File: config.mk
export PLATFORM = sky130hd
export DESIGN_NAME = bridge_cfg_slice
export DESIGN_NICKNAME = d
export VERILOG_FILES = /design/src/rtl/bcs_pkg.sv /design/src/rtl/bcs_ssid_reg.sv /design/src/rtl/bcs_pmbase_reg.sv /design/src/rtl/bcs_io_decode.sv /design/src/rtl/bridge_cfg_slice.sv
export SDC_FILE = /design/constraint.sdc
export NUM_CORES = 1
export LEC_CHECK = 0
export ABC_AREA = 1
export BUFFER_PORTS_ARGS = -buffer_cell sky130_fd_sc_hd__buf_2
export CAP_MARGIN = 25
export CORE_MARGIN = 4
export CORE_UTILIZATION = 56
export DETAILED_ROUTE_END_ITERATION = 16
export MAX_ROUTING_LAYER = met4
export PLACE_DENSITY = 0.81
export SLEW_MARGIN = 15
export SYNTH_ARGS = -nofsm -noshare
export SYNTH_HDL_FRONTEND = slang
export SYNTH_SLANG_ARGS = --single-unit
File: constraint.sdc
create_clock -name clk -period 3.4 [get_ports clk]
set_clock_uncertainty 0.1 [all_clocks]
set_input_delay 0.68 -clock clk [delete_from_list [all_inputs] [get_ports clk]]
set_output_delay 0.68 -clock clk [all_outputs]
set_load 0.1 [all_outputs]
File: src/rtl/bcs_pkg.sv
package bcs_pkg;
  localparam int CFG_DW_W = 6;
  localparam logic [CFG_DW_W-1:0] DW_SSID   = 6'h0B;
  localparam logic [CFG_DW_W-1:0] DW_CAPP   = 6'h0D;
  localparam logic [CFG_DW_W-1:0] DW_PMBASE = 6'h10;

  typedef enum logic [1:0] {
    SEL_NONE,
    SEL_SSID,
    SEL_CAPP,
    SEL_PMB
  } reg_sel_e;

  typedef struct packed {
    logic [31:0] rdata;
    logic        unclaimed;
  } cfg_rsp_t;
endpackage

File: src/rtl/bcs_ssid_reg.sv
module bcs_ssid_reg #(
  parameter int DATA_W = 32
) (
  input  logic                clk,
  input  logic                rst_n,
  input  logic                wr_en,
  input  logic [DATA_W/8-1:0] be,
  input  logic [DATA_W-1:0]   wdata,
  output logic [DATA_W-1:0]   value
);
  localparam int LANES = DATA_W / 8;

  logic locked_q;
  logic take;

  // A write claims the register only when some lane is enabled.
  assign take = wr_en && !locked_q && (|be);

  always_ff @(posedge clk or negedge rst_n) begin
    if (!rst_n) begin
      locked_q <= 1'b0;
    end else if (take) begin
      locked_q <= 1'b1;
    end
  end

  for (genvar g = 0; g < LANES; g++) begin : g_lane
    always_ff @(posedge clk or negedge rst_n) begin
      if (!rst_n) begin
        value[8*g +: 8] <= 8'h00;
      end else if (take && be[g]) begin
        value[8*g +: 8] <= wdata[8*g +: 8];
      end
    end
  end
endmodule

File: src/rtl/bcs_pmbase_reg.sv
module bcs_pmbase_reg #(
  parameter int IO_W    = 16,
  parameter int WIN_LSB = 7
) (
  input  logic              clk,
  input  logic              rst_n,
  input  logic              wr_en,
  input  logic [3:0]        be,
  input  logic [31:0]       wdata,
  output logic [IO_W-1:WIN_LSB] base,
  output logic [31:0]       word
);
  // Each writable bit follows the byte lane that carries it.
  for (genvar i = WIN_LSB; i < IO_W; i++) begin : g_bit
    always_ff @(posedge clk or negedge rst_n) begin
      if (!rst_n) begin
        base[i] <= 1'b0;
      end else if (wr_en && be[i/8]) begin
        base[i] <= wdata[i];
      end
    end
  end

  always_comb begin
    word                 = '0;
    word[IO_W-1:WIN_LSB] = base;
    word[0]              = 1'b1;
  end
endmodule

File: src/rtl/bcs_io_decode.sv
module bcs_io_decode #(
  parameter int IO_W    = 16,
  parameter int WIN_LSB = 7
) (
  input  logic [IO_W-1:0]       io_addr,
  input  logic [IO_W-1:WIN_LSB] base,
  output logic                  hit
);
  assign hit = (io_addr[IO_W-1:WIN_LSB] == base);
endmodule

File: src/rtl/bridge_cfg_slice.sv
module bridge_cfg_slice
  import bcs_pkg::*;
#(
  parameter int         ADDR_W  = CFG_DW_W,
  parameter int         IO_W    = 16,
  parameter int         WIN_LSB = 7,
  parameter logic [7:0] CAP_PTR = 8'hE0
) (
  input  logic              clk,
  input  logic              rst_n,
  input  logic              req_valid,
  output logic              req_ready,
  input  logic              req_write,
  input  logic [ADDR_W-1:0] req_addr,
  input  logic [3:0]        req_be,
  input  logic [31:0]       req_wdata,
  output logic              rsp_valid,
  input  logic              rsp_ready,
  output logic [31:0]       rsp_rdata,
  output logic              rsp_unclaimed,
  input  logic [IO_W-1:0]   io_addr,
  output logic              io_hit
);
  logic                  accept;
  reg_sel_e              sel;
  logic [31:0]           ssid_val;
  logic [31:0]           pm_word;
  logic [IO_W-1:WIN_LSB] pm_base;
  logic [31:0]           rd_mux;
  cfg_rsp_t              rsp_q;

  assign req_ready = !rsp_valid || rsp_ready;
  assign accept    = req_valid && req_ready;

  always_comb begin
    unique case (req_addr)
      DW_SSID:   sel = SEL_SSID;
      DW_CAPP:   sel = SEL_CAPP;
      DW_PMBASE: sel = SEL_PMB;
      default:   sel = SEL_NONE;
    endcase
  end

  bcs_ssid_reg #(.DATA_W(32)) u_ssid (
    .clk   (clk),
    .rst_n (rst_n),
    .wr_en (accept && req_write && (sel == SEL_SSID)),
    .be    (req_be),
    .wdata (req_wdata),
    .value (ssid_val)
  );

  bcs_pmbase_reg #(.IO_W(IO_W), .WIN_LSB(WIN_LSB)) u_pmbase (
    .clk   (clk),
    .rst_n (rst_n),
    .wr_en (accept && req_write && (sel == SEL_PMB)),
    .be    (req_be),
    .wdata (req_wdata),
    .base  (pm_base),
    .word  (pm_word)
  );

  bcs_io_decode #(.IO_W(IO_W), .WIN_LSB(WIN_LSB)) u_dec (
    .io_addr (io_addr),
    .base    (pm_base),
    .hit     (io_hit)
  );

  always_comb begin
    unique case (sel)
      SEL_SSID: rd_mux = ssid_val;
      SEL_CAPP: rd_mux = {24'h0, CAP_PTR};
      SEL_PMB:  rd_mux = pm_word;
      default:  rd_mux = 32'h0;
    endcase
  end

  always_ff @(posedge clk or negedge rst_n) begin
    if (!rst_n) begin
      rsp_valid <= 1'b0;
      rsp_q     <= '0;
    end else if (accept) begin
      rsp_valid       <= 1'b1;
      rsp_q.rdata     <= req_write ? 32'h0 : rd_mux;
      rsp_q.unclaimed <= (sel == SEL_NONE);
    end else if (rsp_ready) begin
      rsp_valid <= 1'b0;
    end
  end

  assign rsp_rdata     = rsp_q.rdata;
  assign rsp_unclaimed = rsp_q.unclaimed;
endmodule

-- Word-level counts from Yosys, hierarchy flattened
Cells that the tools add are included.
- logic and storage cells: 47
- input bits: 63
- output and inout bits: 36
- bits in registers: 76
- eq/ne operators: 7
- muxes and demuxes: 5
- reductions and logical operators: 18
- operators with widths (cell ; number):
    one-hot mux 32 bit (3 select lines) ; 1
    two-way mux 32 bit ; 1
    == test 6 x 4 -> 1 bit, second input constant ; 2
    logical AND 1 bit ; 12
    == test 9 bit ; 1
    == test 6 x 5 -> 1 bit, second input constant ; 1
    one-hot mux 2 bit (3 select lines) ; 1
    == test 2 bit, second input constant ; 2
    OR reduction 4 bit ; 1
    == test 2 x 1 -> 1 bit, second input constant ; 1
    zero test 1 bit ; 2
    zero test 2 bit ; 1
    two-way mux 1 bit ; 2
    nonzero test 2 bit ; 1
    logical OR 1 bit ; 1

-- Logic depth before layout (Yosys ltp)
Gate-level depths: netlist (run 1).
- depth after elaboration: 8
- gate-level depth with buffers: 10
- gate-level depth less buffers: 9

-- Modules after synthesis
A second synthesis (run 1) with hierarchy kept.
- cell total of the unflattened synthesis: 527
- area total of the unflattened synthesis: 4100.2 µm²
- by module, submodules not included (module ; area each (µm²) ; sequential area each (µm²) ; cells each ; instances):
    bridge_cfg_slice ; 1988.2 ; 850.8 ; 270 ; 1
    bcs_ssid_reg ; 1342.5 ; 825.8 ; 145 ; 1
    bcs_pmbase_reg ; 609.3 ; 225.2 ; 74 ; 1
    bcs_io_decode ; 160.2 ; 0.0 ; 38 ; 1

-- Least setup slack after synthesis (run 1)
No wires, ideal clock.
- kind: input-to-output
- from: input port io_addr[9]
- to: output port io_hit
- path buffers: 0
- stages on the path: 4
- arrival: 2.246 ns
- path slack: 0.374 ns
- required time: 2.620 ns
- path through: xor2_1 > nor2_1 > nand4_1 > nor2_1
- word-level cells in the longest chain between the ends: 1
- ends and longest elaborated chain (what ; RTL line ; source):
    start, declared ; bridge_cfg_slice.sv:21 ; input logic [IO_W-1:0] io_addr,
    == test 9 bit ; bcs_io_decode.sv:9 ; assign hit = (io_addr[IO_W-1:WIN_LSB] == base);
    end, declared ; bridge_cfg_slice.sv:22 ; output logic io_hit
Every way passes these cells.

-- Worst setup path in the final report (run 1)
Same ends and word-level chain as after synthesis.

==> metrics.yaml, run 1 <==
status: "complete, no violations"
crit_type: "in2out"
fin_util_pct: 69.61
whs_ns: 0.1669
drt_wl_total_um: 8198
timing.final.crit_share_pct: 71.27
die_h_um: 87.86
antenna_found_initial: 0
crit_path_start: "io_addr[9]"
ys_seq_elements: 76
period_needed_ns: 2.423
cp_slowest_cell: "buf_2"
dr_total_vias: 3047
synth.top_cell.area_share_pct: 53.26
grt_pass1_vias: 2993
fin_nets: 556
hpwlAfterDp_um: 5370
die_w_um: 87.86
worst_slack_ns: 0.9767
drive_gt1_share_pct: 26.76
grt.overflow.total: 0
worstPathArrival_ns: 1.64
finalPower_mw: 1.898
worst_pin_slew_ns: 0.6655
placedCellCount: 556
grt_pass1_wl_um: 13300
fillers: 514
start_util_pct: 58.92
postCtsHoldBufs: 0
final_common_cell: "nand2_1"
io_pins: 99
grt_use_total_pct: 22.95
cpPeakStageDelay_ns: 0.43
final_cell_mix: "nand2_1, buf_2, dfrtp_1"
rsz0062_at_grt: "false"
ant_nets: 0
relSlewSlack_pct: 55.58
core.rowCount: 28
stdcell_area_mm2: 0.004219
gp_congestion: 0.7913
synth_nets: 470
ys.warnings.count: 0
finalSetupTns_ns: 0
synth.avg_cell_area_um2: 8.774
synth.area.top_cells: "dfrtp_1, nand2_1, nand4_1"
cp_max_fo: 1
hold_violations: 0
cts-htree-levels: 3
cts_sinks: 76
setup_violations: 0
vias_per_cell: 5.327
endpoint_kind: "output pin"
cts_tree: "yes"
grt_max_degree: 77
max_clock_freq_mhz: 412.7
cts_resized: 0
cellPowerDensity_mw_per_mm2: 449.8
reg2regPathDepth: 6
start_kind: "primary input"
worstReg2RegStart: "rsp_valid"
dpl_cell_area_mm2: 0.003954
ir_worst_vdd_mv: 0.3151
core_area_mm2: 0.006061
yosysUniqueCellTypes: 26
clkTransAtPathRegs_ns: 0.07
clock_latency_ns: 0.34
cap_violations: 0
hold_path_class: "in2async"
slew_viol_final: 0
postCtsSetupBuffers: 0
postSynthCellCount: 407
clockBufferDepth: 2
dp_slack_ns: 0.9705
ys_seq_area_share_pct: 53.26
drt_first_iter_violations: 112
drcViolationCount: 0
die_area_mm2: 0.007719
cp.required_ns: 2.62
area.growth.synth_to_final_pct: 18.15
cts_buffers: 9
io_buffers: 91
dr.pass1.iters: 4
routedWlPerCell_um: 14.33
antenna_cells: 0
syn_area_mm2: 0.003571
cts_root_buf: "clkbuf_8"
stdcell_count: 572
yosysTopAreaCell: "dfrtp_1"
path_cells: "buf_2 > xor2_1 > nor2_1 > nand4_1 > nor2_1 > buf_2"
leakage_nw: 2.471
-- worst max-delay path, delay by kind of cell --
kind	cells	cell delay, ns
xor+xnor	1	0.13
buf+inv	2	0.53
simple gates	3	0.30
-- metal layers --
metal	up-vias	wire (um)	GRT usage [%]
met5	-	0	-
met4	0	109	8.508
met3	8	425	3.198
met2	86	4202	39.11
met1	1457	3460	27.73
li1	1496	-	-
-- final timing paths --
kind	endpoint	slack, ns
max	io_hit	0.98
min	rsp_rdata[5]	0.17
max reg2reg	u_ssid.value[3]	1.59
min reg2reg	u_ssid.value[10]	0.38
max in group asynchronous	u_ssid.value[15]	2.49
min in group clk	u_ssid.value[10]	0.38
-- state kept, by name, summed over array words and instances (netlist names) --
register	count
rsp_valid	1
rsp_unclaimed	1
u_ssid.value	32
u_pmbase.base	9
u_ssid.locked_q	1
rsp_rdata	32
-- cells in the mapped netlist (all sizes together) --
master    n
nand4    34
xnor2     4
nand2   197
clkbuf    5
nor2     15
dfrtp    76
clkinv    1
nand3    43
or2       2
inv       6
o21ai     2
nand3b    1
buf      17
xor2      4
-- where the power goes --
group | total (mW) | switching (mW) | internal (mW)
logic | 0.161 | 0.116 | 0.0452
registers | 0.918 | 0.00656 | 0.911
clock network | 0.819 | 0.318 | 0.501
-- area by class of cell --
class | count | area [um^2] | area share [%]
flip-flops and latches | 76 | 1902 | 45.08
multi-input cells | 302 | 1435 | 34.02
repair buffers | 97 | 523.0 | 12.40
clock buffers | 10 | 137.6 | 3.262
clock inverters | 5 | 100.1 | 2.372
well taps | 75 | 93.84 | 2.224
inverters | 7 | 27.53 | 0.6524
-- logic make-up after synthesis --
family / share of synthesized area (%)
DFF: 53.26
and+or+nand+nor: 37.95
xor gates and xnor gates: 1.962
buffers and inverters: 6.552
AOI/OAI and AO/OA: 0.2803
Power figures use the tool's default switching activity.
==> run 2, diff against run 1 <==
Settings changed: ABC_AREA 1 to 0, CORE_UTILIZATION 56 to 46, PLACE_DENSITY 0.81 to 0.72.
Clock period 3.4 ns to 2 ns, I/O delays scaled along.
==> run 2 against run 1 <==
Largest cell class unchanged. Core utilization is 3.9 points lower. The run now ends with setup timing left. Critical endpoint unchanged. Via count is 26% lower. Critical path type is now reg2out. Setup slack worse by 1.0 ns. Flip-flop and latch count stayed put. Largest power group unchanged.
==> metrics.yaml, run 2 <==
status: "finished with violations"  # was complete, no violations
violations: "setup timing"
synth.avg_cell_area_um2: 13.92  # was 8.774 um^2
timing.final.crit_share_pct: 102.8
hpwlAfterDp_um: 5108  # was 5370 um
die_area_mm2: 0.008225  # was 0.007719 mm^2
die_h_um: 90.69  # was 87.86 um
synth.top_cell.area_share_pct: 60.46  # was 53.26%
drcViolationCount: 0  # unchanged
cpPeakStageDelay_ns: 0.42  # was 0.43 ns
ys_seq_elements: 76  # unchanged
area.growth.synth_to_final_pct: 35.68  # was 18.15%
worst_slack_ns: -0.05506  # was 0.9767 ns
hold_violations: 0  # unchanged
cts_buffers: 9  # unchanged
ys.warnings.count: 0  # unchanged
clockBufferDepth: 2  # unchanged
hold_path_class: "in2reg"  # was in2async
finalPower_mw: 2.987  # was 1.898 mW
r2r_slack_ns: 0.14  # was 1.59 ns
rr_endpoint: "u_ssid.value[7]"  # was u_ssid.value[3]
core_area_mm2: 0.006495  # was 0.006061 mm^2
ys_async_sr_fraction_pct: 100.0  # unchanged
placedCellCount: 406  # was 556
stdcell_count: 427  # was 572
worstReg2RegStart: "rsp_valid"  # unchanged
grt_pass1_wl_um: 11870  # was 13300 um
whs_ns: 0.1761  # was 0.1669 ns
start_util_pct: 48.43  # was 58.92%
setup_violations: 1  # was 0
synth_nets: 289  # was 470
grt_max_degree: 46  # was 77
max_clock_freq_mhz: 486.6
stdcell_area_mm2: 0.004268  # was 0.004219 mm^2
yosysMostFrequentCell: "dfrtp_1"  # was nand2_1
dr.pass1.iters: 4  # unchanged
cp_max_fo: 2  # was 1
cp.required_ns: 1.50  # was 2.62 ns
dr_total_vias: 2267  # was 3047
cp_slowest_cell: "dfrtp_1"  # was buf_2
relSlewSlack_pct: 66.52  # was 55.58%
hold_end: "u_ssid.value[5]"
clock_latency_ns: 0.35  # was 0.34 ns
antenna_cells: 0  # unchanged
cts-htree-levels: 3  # unchanged
leakage_nw: 2.211  # was 2.471 nW
crit_type: "reg2out"  # was in2out
path_cells: "xnor2_1 > nand4_1 > nor4_4 > buf_12"  # was buf_2 > xor2_1 > nor2_1 > nand4_1 > nor2_1 > buf_2
io_pins: 99  # unchanged
min_from: "req_wdata[5]"
cap_violations: 0  # unchanged
grt_use_total_pct: 18.78  # was 22.95%
dp_slack_ns: -0.3374  # was 0.9705 ns
cts_sinks: 76  # unchanged
ant_nets: 0  # unchanged
cts_tree: "yes"  # unchanged
ir_worst_vdd_mv: 0.4832  # was 0.3151 mV
io_buffers: 91  # unchanged
cts_root_buf: "clkbuf_8"  # unchanged
fin_nets: 408  # was 556
core.rowCount: 29  # was 28
slew_viol_final: 0  # unchanged
start_kind: "flip-flop"  # was primary input
period_needed_ns: 2.055
endpoint_kind: "output pin"  # unchanged
postSynthCellCount: 226  # was 407
finalSetupTns_ns: -0.05506  # was 0 ns
final_cell_mix: "buf_2, dfrtp_1, mux2_2"  # was nand2_1, buf_2, dfrtp_1
routedWlPerCell_um: 16.43  # was 14.33 um
reg2regPathDepth: 5  # was 6
ys_seq_area_share_pct: 60.46  # was 53.26%
rsz0062_at_grt: "true"  # was false
gp_congestion: 0.7612  # was 0.7913
antenna_found_initial: 0  # unchanged
worstPathArrival_ns: 1.56  # was 1.64 ns
drive_gt1_share_pct: 53.43  # was 26.76%
drt_wl_total_um: 7014  # was 8198 um
synth-edff-count: 0  # unchanged
fin_util_pct: 65.71  # was 69.61%
synth.area.top_cells: "dfrtp_1, mux2_2, a22o_1"  # was dfrtp_1, nand2_1, nand4_1
grt.overflow.total: 0  # unchanged
vias_per_cell: 5.309  # was 5.327
grt_pass1_vias: 2366  # was 2993
holdPathStages: 2
cellPowerDensity_mw_per_mm2: 700.0  # was 449.8 mW/mm^2
synth_flop_cell: "dfrtp_1"  # unchanged
worst_pin_slew_ns: 0.5057  # was 0.6655 ns
final_common_cell: "buf_2"  # was nand2_1
die_w_um: 90.69  # was 87.86 um
drt_first_iter_violations: 71  # was 112
yosysUniqueCellTypes: 35  # was 26
clkTransAtPathRegs_ns: 0.08  # was 0.07 ns
syn_area_mm2: 0.003146  # was 0.003571 mm^2
synth_common_cells: "dfrtp_1, mux2_2, a22o_1, nand2_1, o21ai_0"  # was nand2_1, dfrtp_1, nand3_1, nand4_1, nor2_1
yosysTopAreaCell: "dfrtp_1"  # unchanged
dpl_cell_area_mm2: 0.004028  # was 0.003954 mm^2
run 2: cell count changes after synthesis, sizes merged, moves of 9 or more:
| cell | before | now |
|---|---|---|
| a22o | 0 | 20 |
| mux2 | 0 | 41 |
| nand2 | 197 | 16 |
| nor2 | 15 | 3 |
| buf | 17 | 1 |
| nand4 | 34 | 1 |
| nand3 | 43 | 3 |
| o21ai | 2 | 11 |
run 2: cells by family (layout without fill, tap and decap cells):
kind of cell,after synthesis,count (layout),share of synthesized area [%]
buf+inv,14,138,1.671
flops,76,76,60.46
xor+xnor,9,9,2.506
simple gates,40,40,9.666
mux,41,41,14.80
compound gates,46,46,10.90
run 2: worst max-delay path by stage:
stage	start	endpoint	slack, ns	cells after the start
after floorplan	req_addr[0]	u_pmbase.base[10]	-0.21	4
after global routing	u_pmbase.base[7]	io_hit	-0.15	4
after detailed placement	req_addr[2]	u_pmbase.base[14]	-0.34	6
after CTS	u_pmbase.base[7]	io_hit	-0.08	4
final	u_pmbase.base[7]	io_hit	-0.06	4
after global placement	req_addr[2]	u_pmbase.base[15]	-0.31	6
run 2: layer usage:
layer / vias to the layer above / track usage (%) / routed length, um
met2: 60 / 28.47 / 3452
met1: 1120 / 24.15 / 3096
met5: - / - / 0
met3: 12 / 4.917 / 339
li1: 1075 / - / -
met4: 0 / 7.398 / 127
run 2: layout make-up:
class                   count  area [um^2]
fillers                   509         2227
flip-flops and latches     76         1906
multi-input cells         136         1292
repair buffers            116        750.7
clock buffers               9        123.9
well taps                  77        96.34
clock inverters             7        76.32
inverters                   6        22.52
run 2: what timing repair did:
action | in CTS | in global routing
resized for setup | 0 | 0
setup buffers | 4 | 0
hold buffers | 1 | 0
pin swaps | 6 | 0
endpoints found under the hold margin | 31 | 0
endpoints found under the setup margin | 1 | 1
run 2: power breakdown:
part,internal [mW],leakage (nW),total [mW],switching [mW]
clock network,0.582,0.0958,1.17,0.584
logic,0.0966,1.07,0.263,0.166
registers,1.55,1.05,1.56,0.0101
total,2.23,2.21,2.99,0.760
run 2: worst max-delay path, delay by kind of cell (launching register included):
family / cells / cell delay, ns
buf+inv: 1 / 0.21
simple gates: 2 / 0.43
flops: 1 / 0.42
xor+xnor: 1 / 0.14
==> run 3, diff against run 2 <==
Settings changed: CELL_PAD_IN_SITES_DETAIL_PLACEMENT set to 0, CELL_PAD_IN_SITES_GLOBAL_PLACEMENT set to 2, CORE_UTILIZATION 46 to 30, PLACE_DENSITY 0.72 to 0.71, RECOVER_POWER set to 25.
==> run 3 against run 2 <==
Critical path depth unchanged. Design area up 2.3%. Hold slack worse by 0.0014 ns. Sequential share of layout area down 1.0 points. Critical endpoint unchanged. Setup slack worse by 0.023 ns. Flip-flop and latch count unchanged. The run still ends with setup timing left. Maximum frequency down 1.1%.
==> metrics.yaml, run 3 (synthesized netlist as in run 2, its figures left out) <==
dpl_cell_area_mm2: 0.004126  # was 0.004028 mm^2
io_pins: 99  # unchanged
cts_root_buf: "clkbuf_8"  # unchanged
drcViolationCount: 0  # unchanged
slew_viol_final: 0  # unchanged
dr.pass1.iters: 4  # unchanged
timing.final.crit_share_pct: 103.9  # was 102.8%
placedCellCount: 470  # was 406
gp_congestion: 0.7128  # was 0.7612
die_h_um: 110.4  # was 90.69 um
setup_violations: 3  # was 1
stdcell_count: 491  # was 427
cts-htree-levels: 3  # unchanged
stdcell_area_mm2: 0.004365  # was 0.004268 mm^2
max_clock_freq_mhz: 481.2  # was 486.6 MHz
clock_latency_ns: 0.34  # was 0.35 ns
clockBufferDepth: 2  # unchanged
cp_max_fo: 3  # was 2
die_area_mm2: 0.01219  # was 0.008225 mm^2
core.rowCount: 37  # was 29
worstPathArrival_ns: 1.58  # was 1.56 ns
cp.required_ns: 1.50  # about the same
fillers: 1027  # was 509
crit_type: "reg2out"  # unchanged
relSlewSlack_pct: 36.92  # was 66.52%
met3_wirelength_um: 370  # was 339 um
worst_pin_slew_ns: 0.9462  # was 0.5057 ns
drt_wl_total_um: 7845  # was 7014 um
cts_tree: "yes"  # unchanged
status: "finished with violations"  # unchanged
cpPeakStageDelay_ns: 0.42  # about the same
hpwlAfterDp_um: 5667  # was 5108 um
final_common_cell: "buf_2"  # unchanged
highest_layer: "met4"  # unchanged
cts_buffers: 9  # unchanged
area.growth.synth_to_final_pct: 38.78  # was 35.68%
die_w_um: 110.4  # was 90.69 um
met2WireLength_um: 3819  # was 3452 um
grt_max_degree: 39  # was 46
critPathTopFamily: "flip-flops"  # was simple AND/OR/NAND/NOR gates
core_area_mm2: 0.01028  # was 0.006495 mm^2
ir_worst_vdd_mv: 0.3664  # was 0.4832 mV
ant_nets: 0  # unchanged
cap_violations: 0  # unchanged
drt-met1-wl_um: 3513  # was 3096 um
drive_gt1_share_pct: 54.37  # was 53.43%
rsz0062_at_grt: "true"  # unchanged
clkTransAtPathRegs_ns: 0.08  # about the same
cts_sinks: 76  # unchanged
vias_per_cell: 4.532  # was 5.309
worst_slack_ns: -0.07823  # was -0.05506 ns
routedWlPerCell_um: 15.98  # was 16.43 um
finalSetupTns_ns: -0.08272  # was -0.05506 ns
drt_first_iter_violations: 84  # was 71
crit_buf_inv: 1  # unchanged
grt_pass1_vias: 2382  # was 2366
final_cell_mix: "buf_2, dfrtp_1, mux2_2"  # unchanged
grt_pass1_wl_um: 12700  # was 11870 um
leakage_nw: 2.226  # was 2.211 nW
period_needed_ns: 2.078  # was 2.055 ns
antenna_cells: 0  # unchanged
antenna_found_initial: 0  # unchanged
hold_path_class: "in2reg"  # unchanged
cellPowerDensity_mw_per_mm2: 684.9  # was 700.0 mW/mm^2
cp_slowest_cell: "dfrtp_1"  # unchanged
grt_use_total_pct: 14.25  # was 18.78%
fin_nets: 413  # was 408
grt.overflow.total: 0  # unchanged
dr_total_vias: 2225  # was 2267
io_buffers: 91  # unchanged
start_kind: "flip-flop"  # unchanged
violations: "setup timing"  # unchanged
path_cells: "xnor2_2 > nand3_2 > nor4_4 > buf_12"  # was xnor2_1 > nand4_1 > nor4_4 > buf_12
hold_violations: 0  # unchanged
endpoint_kind: "output pin"  # unchanged
start_util_pct: 30.61  # was 48.43%
## run 3: final timing paths
check                            startpoint               end  slack (ns)  depth (start not counted)
min                           req_wdata[28]  u_ssid.value[28]        0.17                          2
max                        u_pmbase.base[8]            io_hit       -0.08                          4
min in group asynchronous             rst_n  u_ssid.value[27]        0.65                          2
max reg2reg                       rsp_valid   u_ssid.value[6]           0                          5
min reg2reg                    rsp_rdata[0]      rsp_rdata[0]        0.37                          2
max in group asynchronous             rst_n     rsp_rdata[15]        0.15                          3
## run 3: what timing repair did
| item | 4_1_cts | 5_1_grt |
|---|---|---|
| pin swaps | 5 | 4 |
| hold buffers | 1 | 0 |
| buffers inserted | 4 | 0 |
| setup endpoints to repair | 1 | 8 |
| resized for setup | 0 | 4 |
| endpoints found under the hold margin | 36 | 0 |
## run 3: report_power, final
part	leakage, nW	internal, mW	switching [mW]
combinational	1.09	0.0978	0.171
sequential	1.05	1.55	0.00957
clock	0.0897	0.582	0.581
## run 3: metrics by stage
stage,util (%),total power [mW],worst slack [ns],hold WS (ns)
after CTS,42.43,3.039,-0.1321,0.1545
after detailed placement,40.15,1.858,-0.3470,0.3116
final,42.48,2.990,-0.07823,0.1748
after global routing,42.48,3.127,-0.1797,0.1559
after floorplan,-,1.713,-0.2079,0.004409
after global placement,40.15,1.854,-0.3247,0.2987
## run 3: worst register-to-register path, delay by kind of cell, from the launching register on
| kind | cells | cell delay (ns) |
|---|---|---|
| flops | 1 | 0.47 |
| mux | 1 | 0.34 |
| buf+inv | 1 | 0.21 |
| simple gates | 3 | 0.78 |
## run 3: cell type report
class	count	area (um^2)	share of cell area [%]
inverters	6	22.52	0.5159
clock inverters	5	62.56	1.433
multi-input cells	136	1313	30.07
clock buffers	11	131.4	3.009
flip-flops and latches	76	1906	43.65
well taps	136	170.2	3.898
repair buffers	121	760.7	17.43
## run 3: routing by layer
metal / up-vias / global-route usage (%)
met5: - / -
met4: 0 / 5.805
met3: 10 / 3.262
met2: 47 / 21.45
met1: 1090 / 18.65
li1: 1078 / -
